`config.mk`:
```
export PLATFORM = sky130hd
export DESIGN_NAME = luma_enh
export DESIGN_NICKNAME = d
export VERILOG_FILES = /design/src/rtl/luma_pkg.sv /design/src/rtl/luma_emph.sv /design/src/rtl/luma_notch.sv /design/src/rtl/luma_peak.sv /design/src/rtl/luma_enh.sv
export SDC_FILE = /design/constraint.sdc
export NUM_CORES = 1
export LEC_CHECK = 0
export BUFFER_PORTS_ARGS = -buffer_cell sky130_fd_sc_hd__buf_2
export CAP_MARGIN = 10
export CORE_UTILIZATION = 45
export CTS_CLUSTER_DIAMETER = 150
export DETAILED_ROUTE_END_ITERATION = 8
export PLACE_DENSITY = 0.73
export SYNTH_ARGS = -nofsm -noshare
export SYNTH_HDL_FRONTEND = slang
export SYNTH_SLANG_ARGS = --single-unit
```
`constraint.sdc`:
```
create_clock -name clk -period 8.6 [get_ports clk]
set_input_delay 0.43 -clock clk [delete_from_list [all_inputs] [get_ports clk]]
set_output_delay 0.43 -clock clk [all_outputs]
set_load 0.005 [all_outputs]
```
`src/rtl/luma_pkg.sv`:
```
package luma_pkg;
  localparam int GAIN_W  = 4;
  localparam int EMPH_SH = 3;   // boost taps sum to 8
  localparam int NOTCH_SH = 8;  // notch taps sum to 256
  localparam int PEAK_SH = 3;   // peaking amount in eighths
  localparam int TOTAL_SH = EMPH_SH + NOTCH_SH + PEAK_SH;

  typedef struct packed {
    logic skip;
    logic ntsc;
  } notch_mode_t;

  typedef struct packed {
    logic              low;
    logic [GAIN_W-1:0] gain;
  } peak_mode_t;

  typedef struct packed {
    logic        emph;
    notch_mode_t notch;
    peak_mode_t  peak;
  } luma_cfg_t;
endpackage

```
`src/rtl/luma_emph.sv`:
```
module luma_emph #(
  parameter int XW = 8,
  parameter int PW = XW + 5
) (
  input  logic                 clk,
  input  logic                 rst_n,
  input  logic                 adv,
  input  logic                 vin,
  input  logic [XW-1:0]        din,
  input  logic                 on,
  output logic                 vout,
  output logic signed [PW-1:0] dout
);
  logic [XW-1:0] h1, h2;
  logic signed [PW-1:0] nw, ct, od, boost, flat;

  assign nw    = $signed({{(PW-XW){1'b0}}, din});
  assign ct    = $signed({{(PW-XW){1'b0}}, h1});
  assign od    = $signed({{(PW-XW){1'b0}}, h2});
  assign boost = (ct <<< 3) + (ct <<< 1) - nw - od;
  assign flat  = ct <<< 3;

  always_ff @(posedge clk) begin
    if (!rst_n) begin
      h1   <= '0;
      h2   <= '0;
      vout <= 1'b0;
      dout <= '0;
    end else if (adv) begin
      vout <= vin;
      if (vin) begin
        h1   <= din;
        h2   <= h1;
        dout <= on ? boost : flat;
      end
    end
  end
endmodule

```
`src/rtl/luma_notch.sv`:
```
module luma_notch #(
  parameter int PW      = 13,
  parameter int TW      = PW + 9,
  parameter int SH      = 8,
  parameter int EDGE_HI = 87,
  parameter int MID_HI  = 82,
  parameter int EDGE_LO = 117,
  parameter int MID_LO  = 22
) (
  input  logic                 clk,
  input  logic                 rst_n,
  input  logic                 adv,
  input  logic                 vin,
  input  logic signed [PW-1:0] din,
  input  logic                 skip,
  input  logic                 ntsc,
  output logic                 vout,
  output logic signed [TW-1:0] dout
);
  logic signed [PW-1:0] h1, h2;
  logic signed [TW-1:0] a_n, a_c, a_o, e_k, m_k, notched, passed;

  assign a_n     = TW'(din);
  assign a_c     = TW'(h1);
  assign a_o     = TW'(h2);
  assign e_k     = ntsc ? TW'(EDGE_LO) : TW'(EDGE_HI);
  assign m_k     = ntsc ? TW'(MID_LO)  : TW'(MID_HI);
  assign notched = e_k * (a_n + a_o) + m_k * a_c;
  assign passed  = a_c <<< SH;

  always_ff @(posedge clk) begin
    if (!rst_n) begin
      h1   <= '0;
      h2   <= '0;
      vout <= 1'b0;
      dout <= '0;
    end else if (adv) begin
      vout <= vin;
      if (vin) begin
        h1   <= din;
        h2   <= h1;
        dout <= skip ? passed : notched;
      end
    end
  end
endmodule

```
`src/rtl/luma_peak.sv`:
```
module luma_peak #(
  parameter int TW   = 22,
  parameter int QW   = TW + 7,
  parameter int KW   = 4,
  parameter int SH   = 3,
  parameter int HALF = 4
) (
  input  logic                 clk,
  input  logic                 rst_n,
  input  logic                 adv,
  input  logic                 vin,
  input  logic signed [TW-1:0] din,
  input  logic                 low,
  input  logic [KW-1:0]        gain,
  output logic                 vout,
  output logic signed [QW-1:0] dout
);
  localparam int DL   = 2 * HALF;
  localparam int MIDO = HALF / 2;

  logic signed [TW-1:0] dl [DL];
  logic signed [QW-1:0] ctr, near_a, near_b, far_a, far_b, bp, kk, q;

  // tap line holding the last DL accepted samples, newest in dl[0]
  generate
    for (genvar g = 0; g < DL; g++) begin : g_tap
      always_ff @(posedge clk) begin
        if (!rst_n) dl[g] <= '0;
        else if (adv && vin) dl[g] <= (g == 0) ? din : dl[(g == 0) ? 0 : g-1];
      end
    end
  endgenerate

  assign ctr    = QW'(dl[HALF-1]);
  assign near_a = QW'(dl[HALF-MIDO-1]);
  assign near_b = QW'(dl[HALF+MIDO-1]);
  assign far_a  = QW'(din);
  assign far_b  = QW'(dl[DL-1]);
  assign bp     = (ctr <<< 1) - (low ? (far_a + far_b) : (near_a + near_b));
  assign kk     = QW'($signed({1'b0, gain}));
  assign q      = (ctr <<< SH) + kk * bp;

  always_ff @(posedge clk) begin
    if (!rst_n) begin
      vout <= 1'b0;
      dout <= '0;
    end else if (adv) begin
      vout <= vin;
      if (vin) dout <= q;
    end
  end
endmodule

```
`src/rtl/luma_enh.sv`:
```
module luma_enh
  import luma_pkg::*;
#(
  parameter int XW = 8
) (
  input  logic              clk,
  input  logic              rst_n,
  input  logic              in_valid,
  output logic              in_ready,
  input  logic [XW-1:0]     in_data,
  input  logic              line_start,
  input  logic              emph_on,
  input  logic              notch_skip,
  input  logic              notch_ntsc,
  input  logic              peak_low,
  input  logic [GAIN_W-1:0] peak_gain,
  output logic              out_valid,
  input  logic              out_ready,
  output logic [XW-1:0]     out_data
);
  localparam int PW = XW + 5;
  localparam int TW = PW + NOTCH_SH + 1;
  localparam int QW = TW + 7;
  localparam logic signed [QW-1:0] HALF_LSB = QW'(2 ** (TOTAL_SH - 1));
  localparam logic signed [QW-1:0] TOP_VAL  = QW'((2 ** XW) - 1);

  logic adv, take;
  luma_cfg_t pins, live_q, cur;
  notch_mode_t nm_1;
  peak_mode_t  pm_1, pm_2;

  logic v1, v2, v3;
  logic signed [PW-1:0] d1;
  logic signed [TW-1:0] d2;
  logic signed [QW-1:0] d3, biased, scaled;

  assign adv      = !out_valid || out_ready;
  assign in_ready = adv;
  assign take     = in_valid && adv;
  assign pins     = '{emph: emph_on, notch: '{skip: notch_skip, ntsc: notch_ntsc},
                      peak: '{low: peak_low, gain: peak_gain}};
  assign cur      = (in_valid && line_start) ? pins : live_q;

  always_ff @(posedge clk) begin
    if (!rst_n) begin
      live_q <= '0;
      nm_1   <= '0;
      pm_1   <= '0;
      pm_2   <= '0;
    end else begin
      if (take && line_start) live_q <= pins;
      if (adv) begin
        nm_1 <= cur.notch;
        pm_1 <= cur.peak;
        pm_2 <= pm_1;
      end
    end
  end

  luma_emph #(.XW(XW), .PW(PW)) u_emph (
    .clk(clk), .rst_n(rst_n), .adv(adv), .vin(in_valid), .din(in_data),
    .on(cur.emph), .vout(v1), .dout(d1));

  luma_notch #(.PW(PW), .TW(TW), .SH(NOTCH_SH)) u_notch (
    .clk(clk), .rst_n(rst_n), .adv(adv), .vin(v1), .din(d1),
    .skip(nm_1.skip), .ntsc(nm_1.ntsc), .vout(v2), .dout(d2));

  luma_peak #(.TW(TW), .QW(QW), .KW(GAIN_W), .SH(PEAK_SH)) u_peak (
    .clk(clk), .rst_n(rst_n), .adv(adv), .vin(v2), .din(d2),
    .low(pm_2.low), .gain(pm_2.gain), .vout(v3), .dout(d3));

  assign biased = d3 + HALF_LSB;
  assign scaled = biased >>> TOTAL_SH;

  always_ff @(posedge clk) begin
    if (!rst_n) begin
      out_valid <= 1'b0;
      out_data  <= '0;
    end else if (adv) begin
      out_valid <= v3;
      if (v3) begin
        if (scaled < 0)            out_data <= '0;
        else if (scaled > TOP_VAL) out_data <= TOP_VAL[XW-1:0];
        else                       out_data <= scaled[XW-1:0];
      end
    end
  end
endmodule

```
==> results of run 1 <==
[worst min-delay path, delay by kind of cell]
family / cells / cell delay, ns
and+or+nand+nor: 1 / 0.05
buffers and inverters: 1 / 0.11
AOI/OAI and AO/OA: 1 / 0.05
[final cells by class]
type | count | share of cell area
flip-flops and latches | 301 | 0.282
clock buffers | 43 | 0.0336
clock inverters | 19 | 0.00594
repair buffers | 61 | 0.0143
multi-input cells | 1918 | 0.577
well taps | 748 | 0.0339
inverters | 389 | 0.0530
[cells in the mapped netlist (4+ instances only)]
library cell | n | area, um^2
and3_1 | 16 | 100
o2111ai_1 | 4 | 35.0
and2_1 | 286 | 1790
o22ai_1 | 4 | 25.0
dfxtp_1 | 125 | 2500
xnor2_1 | 98 | 858
ha_1 | 275 | 3440
nand3_1 | 42 | 210
o311ai_0 | 5 | 43.8
a31oi_1 | 11 | 68.8
nor3_1 | 34 | 170
nor2b_1 | 29 | 181
o21bai_1 | 29 | 218
o21a_1 | 10 | 75.1
edfxtp_1 | 176 | 5290
a21oi_1 | 196 | 981
nand3b_1 | 7 | 52.6
nand2b_1 | 33 | 206
mux2i_1 | 11 | 110
xor2_1 | 39 | 342
nor2_1 | 126 | 473
a311oi_1 | 11 | 96.3
o21ai_0 | 83 | 415
or2_2 | 10 | 62.6
fa_1 | 185 | 3700
or3_1 | 7 | 43.8
clkbuf_1 | 91 | 342
o211ai_1 | 20 | 150
inv_1 | 388 | 1460
a211oi_1 | 22 | 165
a21o_1 | 40 | 300
nand2_1 | 224 | 841
nand4_1 | 10 | 62.6
[cell usage in the layout, fill, tap and decap left out, types with 11 or more instances in the layout]
cell,synthesis,final
and2_1,286,285
a21o_1,40,40
a21oi_1,196,187
clkbuf_16,0,35
fa_1,185,184
a21oi_2,2,11
buf_4,0,30
dfxtp_1,125,125
nand2b_1,33,33
o211ai_1,20,20
buf_2,0,30
ha_1,275,269
o21ai_0,83,77
nor2b_1,29,29
inv_1,388,388
a211oi_1,22,19
xnor2_1,98,96
and3_1,16,16
a311oi_1,11,11
o21bai_1,29,29
nor3_1,34,31
xor2_1,39,39
nand3_1,42,42
nor2_1,126,124
edfxtp_1,176,176
nand2_1,224,223
[final timing paths]
path	from	to	slack [ns]	cells past startpoint
setup / recovery	u_peak.dl[5][1]$_SDFFCE_PN0P_	u_peak.dout[25]$_SDFFE_PN0P_	0.26	35
hold / removal	emph_on	live_q[7]$_SDFFE_PN0P_	0.13	3
setup reg to reg	u_peak.dl[5][1]$_SDFFCE_PN0P_	u_peak.dout[25]$_SDFFE_PN0P_	0.26	35
hold reg to reg	u_notch.h2[12]$_SDFFE_PN0P_	u_notch.h2[12]$_SDFFE_PN0P_	0.46	2
[per-layer routing]
layer / GRT usage / vias up / wire, um
met1: 0.262 / 8864 / 25200
met5: 0 / - / 0
met2: 0.334 / 345 / 26500
li1: - / 8939 / -
met3: 0.0267 / 94 / 2290
met4: 0.0571 / 0 / 1280
[sequential cells by signal (all words and copies together), names as in the netlist]
signal and flops:
pm_1 5, u_emph.dout 13, out_valid 1, live_q 8, u_emph.h1 8, u_notch.dout 22, u_peak.vout 1, u_notch.h1 13
u_notch.h2 13, u_notch.vout 1, pm_2 5, u_peak.dout 16, nm_1 2, u_emph.vout 1, out_data 8, u_peak.dl 176
u_emph.h2 8
[per-stage QoR]
stage | total power, uW | instance area [um^2] | setup slack [ns] | hold slack, ns
final | 4430 | 27600 | 0.260 | 0.132
after floorplan | 2680 | 25300 | 0.613 | 0.436
after global routing | 4700 | 27600 | -0.130 | 0.112
after global placement | 2940 | 26200 | 0.154 | 0.442
after detailed placement | 2990 | 26200 | -0.0477 | 0.447
after CTS | 4420 | 27300 | 0.0151 | 0.103
[power by group through the flow]
stage | clock (uW) | sequential, uW | combinational, uW
6_report | 1420 | 1660 | 1340
5_1_grt | 1510 | 1670 | 1520
4_1_cts | 1450 | 1660 | 1310
3_5_place_dp | 0 | 1690 | 1300
3_3_place_gp | 0 | 1690 | 1250
2_1_floorplan | 0 | 1670 | 1010
[cell families (layout without fill, tap and decap cells)]
kind of cell,after synthesis,after routing,synth area share
buffers and inverters,482,512,0.0718
AND/OR/NAND/NOR,834,834,0.169
adder cells (fa/ha/maj),460,460,0.282
XOR/XNOR,138,138,0.0483
other,1,1,0.000148
AO/OA/AOI/OAI,472,472,0.115
flip-flops,301,301,0.308
multiplexers,13,13,0.00568
[repair_timing]
| item | CTS | global route |
|---|---|---|
| gates resized for setup | 3 | 44 |
| endpoints found under the setup margin | 3 | 9 |
| gates cloned | 0 | 0 |
| pin swaps | 0 | 12 |
| hold buffers | 0 | 0 |
| buffers inserted | 0 | 8 |
==> flow_summary.yaml, run 1 <==
synth:
  yosysWarnings: 0
  ys_types: 68
  ys_async_sr_fraction: 0
  avgSynthCellArea_um2: 9.37
  ys_seq_area_frac: 0.308
  syn_area_mm2: 0.0253
  syn_inst: 2701
  ys.flop_type: "edfxtp_1"
  synth_fp_nets: 3182
  synth_edf_count: 176
  ys_ff_latch: 301
clock_network:
  clock_sinks: 301
  cts_buffers: 34
  cts_tree: "yes"
  root_buffer: "clkbuf_16"
  clk_pin_slew_ns: 0.06
  clk_latency_ns: 0.54
  h-tree-depth: 2
  clockBufferDepth: 3
floorplan:
  ios: 31
  fp.dieH_um: 239
  die_x_um: 239
  core_mm2: 0.0553
  placementRows: 86
  start_util: 0.458
  die_area_mm2: 0.0572
cells_and_area:
  fin_nets: 3186
  num_antenna_cells: 0
  nFillCells: 5060
  fin_util: 0.499
  stdcell_count: 3479
  areaGrowthSynthToFinish_pct: 8.97
  seqCellArea_mm2: 0.00779
  layout-drive-gt1-share: 0.0648
  multi_input_area_mm2: 0.0159
timing:
  slew_headroom: 0.246
  fmax_ghz: 0.120
  skew_ns: 0.0323
  finalMaxSlewViolations: 0
  setup_violations: 0
  tightest_slew_ns: 1.13
  fin_crit_sh: 0.970
  fin_crit_ns: 8.34
  timing.setup.tns_ns: 0
  hold_viol: 0
route:
  wl_per_cell_um: 15.9
  wl_um: 55300
  vias: 18242
  vias_per_cell: 5.24
  first_pass_iters: 7
  final_antenna_net_count: 0
  initialDrtViolationCount: 1037
  drc: 0
power_and_ir_drop:
  netSwitchingFraction: 0.333
  power.switching_uw: 1470
  p_leak_uw: 0.0126
  intPower_uw: 2950
  vdd.ir_drop.worst_uv: 118
  clkPwrFrac: 0.322
  power.density_mw_per_mm2: 161
  p_comb_frac: 0.303
  seq_power_share: 0.376
critical_path:
  cp_slowest_cell: "fa_1"
  worst-path-max-fanout: 6
  crit_type: "register to register"
  startpoint_type: "register"
  critPathCaptureType: "register"
  worstPathArrival_ns: 8.83
  crit_buf_inv: 3
  path_delay_family: "compound AO/OA/AOI/OAI gates"
  max_stage_delay_ns: 0.52
  worstPathRequired_ns: 9.09
grt:
  grt_pass1_vias: 18637
  antenna_found_initial: 0
  grt_pass1_wl_um: 91700
  grt-ovfl-total: 0
  grt_use_total: 0.197
  grt_max_degree: 177
placement:
  place_hpwl_um: 41800
  placed_cells: 3409
  gp_congestion: 0.925
  portBuffers: 30
run:
  max_cap_violations: 0
outcome:
  status: "finished clean"
hold_path:
  hp-class: "input port to register"
(Power assumes the default switching activity.)
==> inputs of run 2 (changes only) <==
--- a/config.mk
+++ b/config.mk
@@ -7,10 +7,12 @@
 export LEC_CHECK = 0
 export BUFFER_PORTS_ARGS = -buffer_cell sky130_fd_sc_hd__buf_2
 export CAP_MARGIN = 10
+export CORE_ASPECT_RATIO = 0.7
 export CORE_UTILIZATION = 45
 export CTS_CLUSTER_DIAMETER = 150
 export DETAILED_ROUTE_END_ITERATION = 8
-export PLACE_DENSITY = 0.73
+export PLACE_DENSITY = 0.62
+export SKIP_LAST_GASP = 1
 export SYNTH_ARGS = -nofsm -noshare
 export SYNTH_HDL_FRONTEND = slang
 export SYNTH_SLANG_ARGS = --single-unit
==> run 2 against run 1 <==
- power hardly changed
- largest power group unchanged
- global-route usage is 0.10 points lower
- routed wire length increased by 0.27%
- clock power about the same
- sequential share of layout area decreased by 0.15 points
- utilization up 0.18 points
- setup slack improved by 0.17 ns
- fmax up 2.1%
- register-to-register slack improved by 0.17 ns
- sequential cell count unchanged
- critical path type unchanged
- clock skew fell by 0.0043 ns
- first-iteration DRC count increased by 5.4%
==> flow_summary.yaml, run 2 (same netlist as run 1, synthesis figures left out) <==
outcome:
  status: "finished clean"
timing:
  skew_ns: 0.0280
  fmax_ghz: 0.122
  tightest_slew_ns: 1.16
  setup_violations: 0
  slew_headroom: 0.227
  timing.setup.tns_ns: 0
  fin_crit_ns: 8.17
  fin_crit_sh: 0.950
  setup_slack_ns: 0.429
  finalMaxSlewViolations: 0
  hold_viol: 0
hold_path:
  hold_start: "emph_on"
  whs_path_depth: 3
  hp-class: "input port to register"
  whs_endpoint: "live_q[7]$_SDFFE_PN0P_"
clock_network:
  root_buffer: "clkbuf_16"
  clockBufferDepth: 3
  cts_buffers: 29
  cts_hold_buf: 0
  clk_latency_ns: 0.60
  clk_pin_slew_ns: 0.07
  clock_sinks: 301
  cts_tree: "yes"
  h-tree-depth: 1
placement:
  gp_congestion: 0.869
  place_area_mm2: 0.0263
  portBuffers: 30
  place_ws_ns: -0.129
  place_hpwl_um: 41900
critical_path:
  max_stage_delay_ns: 0.53
  startpoint_type: "register"
  crit_buf_inv: 3
  rr_worst_depth: 38
  cp_slowest_cell: "fa_1"
  critPathCaptureType: "register"
  timing.rr.start: "u_peak.dl[5][0]$_SDFFCE_PN0P_"
  crit_type: "register to register"
  worst-path-max-fanout: 6
  worstPathRequired_ns: 9.13
  r2r_slack_ns: 0.43
  worstPathArrival_ns: 8.70
  path_delay_family: "compound AO/OA/AOI/OAI gates"
  rr_endpoint: "u_peak.dout[25]$_SDFFE_PN0P_"
floorplan:
  placementRows: 72
  fp.dieH_um: 200
  start_util: 0.457
  die_x_um: 285
  die_area_mm2: 0.0572
  core_mm2: 0.0554
  ios: 31
route:
  vias: 18126
  wl_um: 55500
  initialDrtViolationCount: 1093
  drc: 0
  final_antenna_net_count: 0
  vias_per_cell: 5.21
  wl_per_cell_um: 15.9
  first_pass_iters: 5
power_and_ir_drop:
  p_leak_uw: 0.0127
  vdd.ir_drop.worst_uv: 151
  power.density_mw_per_mm2: 160
grt:
  grt_pass1_vias: 17910
  grt_max_degree: 127
  grt_use_total: 0.196
  grt_pass1_wl_um: 92500
  antenna_found_initial: 1
  grt-ovfl-total: 0
cells_and_area:
  final_cell_mix: "inv_1 (388), and2_1 (284), ha_1 (271)"
  areaGrowthSynthToFinish_pct: 9.54
  largest_register_ffs: 176
  final_area_mm2: 0.0277
  fin_nets: 3199
  largest_register: "u_peak.dl"
  layout-drive-gt1-share: 0.0733
  reg.largest.list: "u_peak.dl: 176 flops, u_notch.dout: 22 flops, u_peak.dout: 16 flops"
  final_common_cell: "inv_1"
run:
  max_cap_violations: 0
-- run 2: cell count changes in the layout (fill, tap and decap cells not counted), sizes merged --
cell	before	now
diode	0	1
clkinv	12	7
clkbuf	43	40
clkinvlp	3	2
buf	61	79
bufinv	1	2
-- run 2: layer usage --
layer  GRT usage  routed length (um)  up-vias
met5           0                   0        -
met4      0.0231                 591        0
met3      0.0278                2500       54
met2       0.292               23300      290
met1       0.308               29100     8817
li1            -                   -     8965
-- run 2: where the power goes --
part	internal [uW]	leakage [uW]	switching, uW
clock	815	0.000521	591
combinational	558	0.00930	805
sequential	1600	0.00286	60.8
total	2970	0.0127	1460
-- run 2: tightest hold or removal path, stage by stage --
cell	delay, ns
buf_2	0.10
nand2_1	0.05
a21oi_1	0.05
-- run 2: metrics by stage --
stage	util	power, uW	std cells	hold slack (ns)
2_1_floorplan	-	2680	2701	0.436
4_1_cts	0.495	4420	3471	0.0511
6_report	0.500	4430	3482	0.0815
5_1_grt	0.500	4720	3481	0.0697
3_3_place_gp	0.475	2960	3417	0.443
3_5_place_dp	0.475	3000	3417	0.447
-- run 2: how the worst max path moves through the flow --
stage | endpoint | slack [ns] | start | depth (start not counted)
finish | u_peak.dout[25]$_SDFFE_PN0P_ | 0.43 | u_peak.dl[5][0]$_SDFFCE_PN0P_ | 38
global route | u_peak.dout[25]$_SDFFE_PN0P_ | -0.04 | u_peak.dl[5][0]$_SDFFCE_PN0P_ | 37
CTS | u_peak.dout[28]$_SDFFE_PN0P_ | 0.005 | u_peak.dl[5][1]$_SDFFCE_PN0P_ | 41
detailed placement | u_peak.dout[28]$_SDFFE_PN0P_ | -0.13 | u_peak.dl[7][0]$_SDFFCE_PN0P_ | 37
global placement | u_peak.dout[28]$_SDFFE_PN0P_ | -0.02 | u_notch.dout[1]$_SDFFE_PN0P_ | 36
floorplan | u_peak.dout[25]$_SDFFE_PN0P_ | 0.61 | u_peak.dl[5][1]$_SDFFCE_PN0P_ | 37
-- run 2: what timing repair did --
action                     CTS  global route
setup endpoints to repair    2            12
pin swaps                    0            18
buffers inserted             0            10
gates resized for setup      3            57
-- run 2: area by class of cell --
class	instances	area [um^2]
diodes	1	2.50
clock buffers	40	916
clock inverters	14	150
fillers	5107	27700
inverters	389	1460
multi-input cells	1918	16000
flip-flops and latches	301	7790
well taps	740	926
repair buffers	79	518
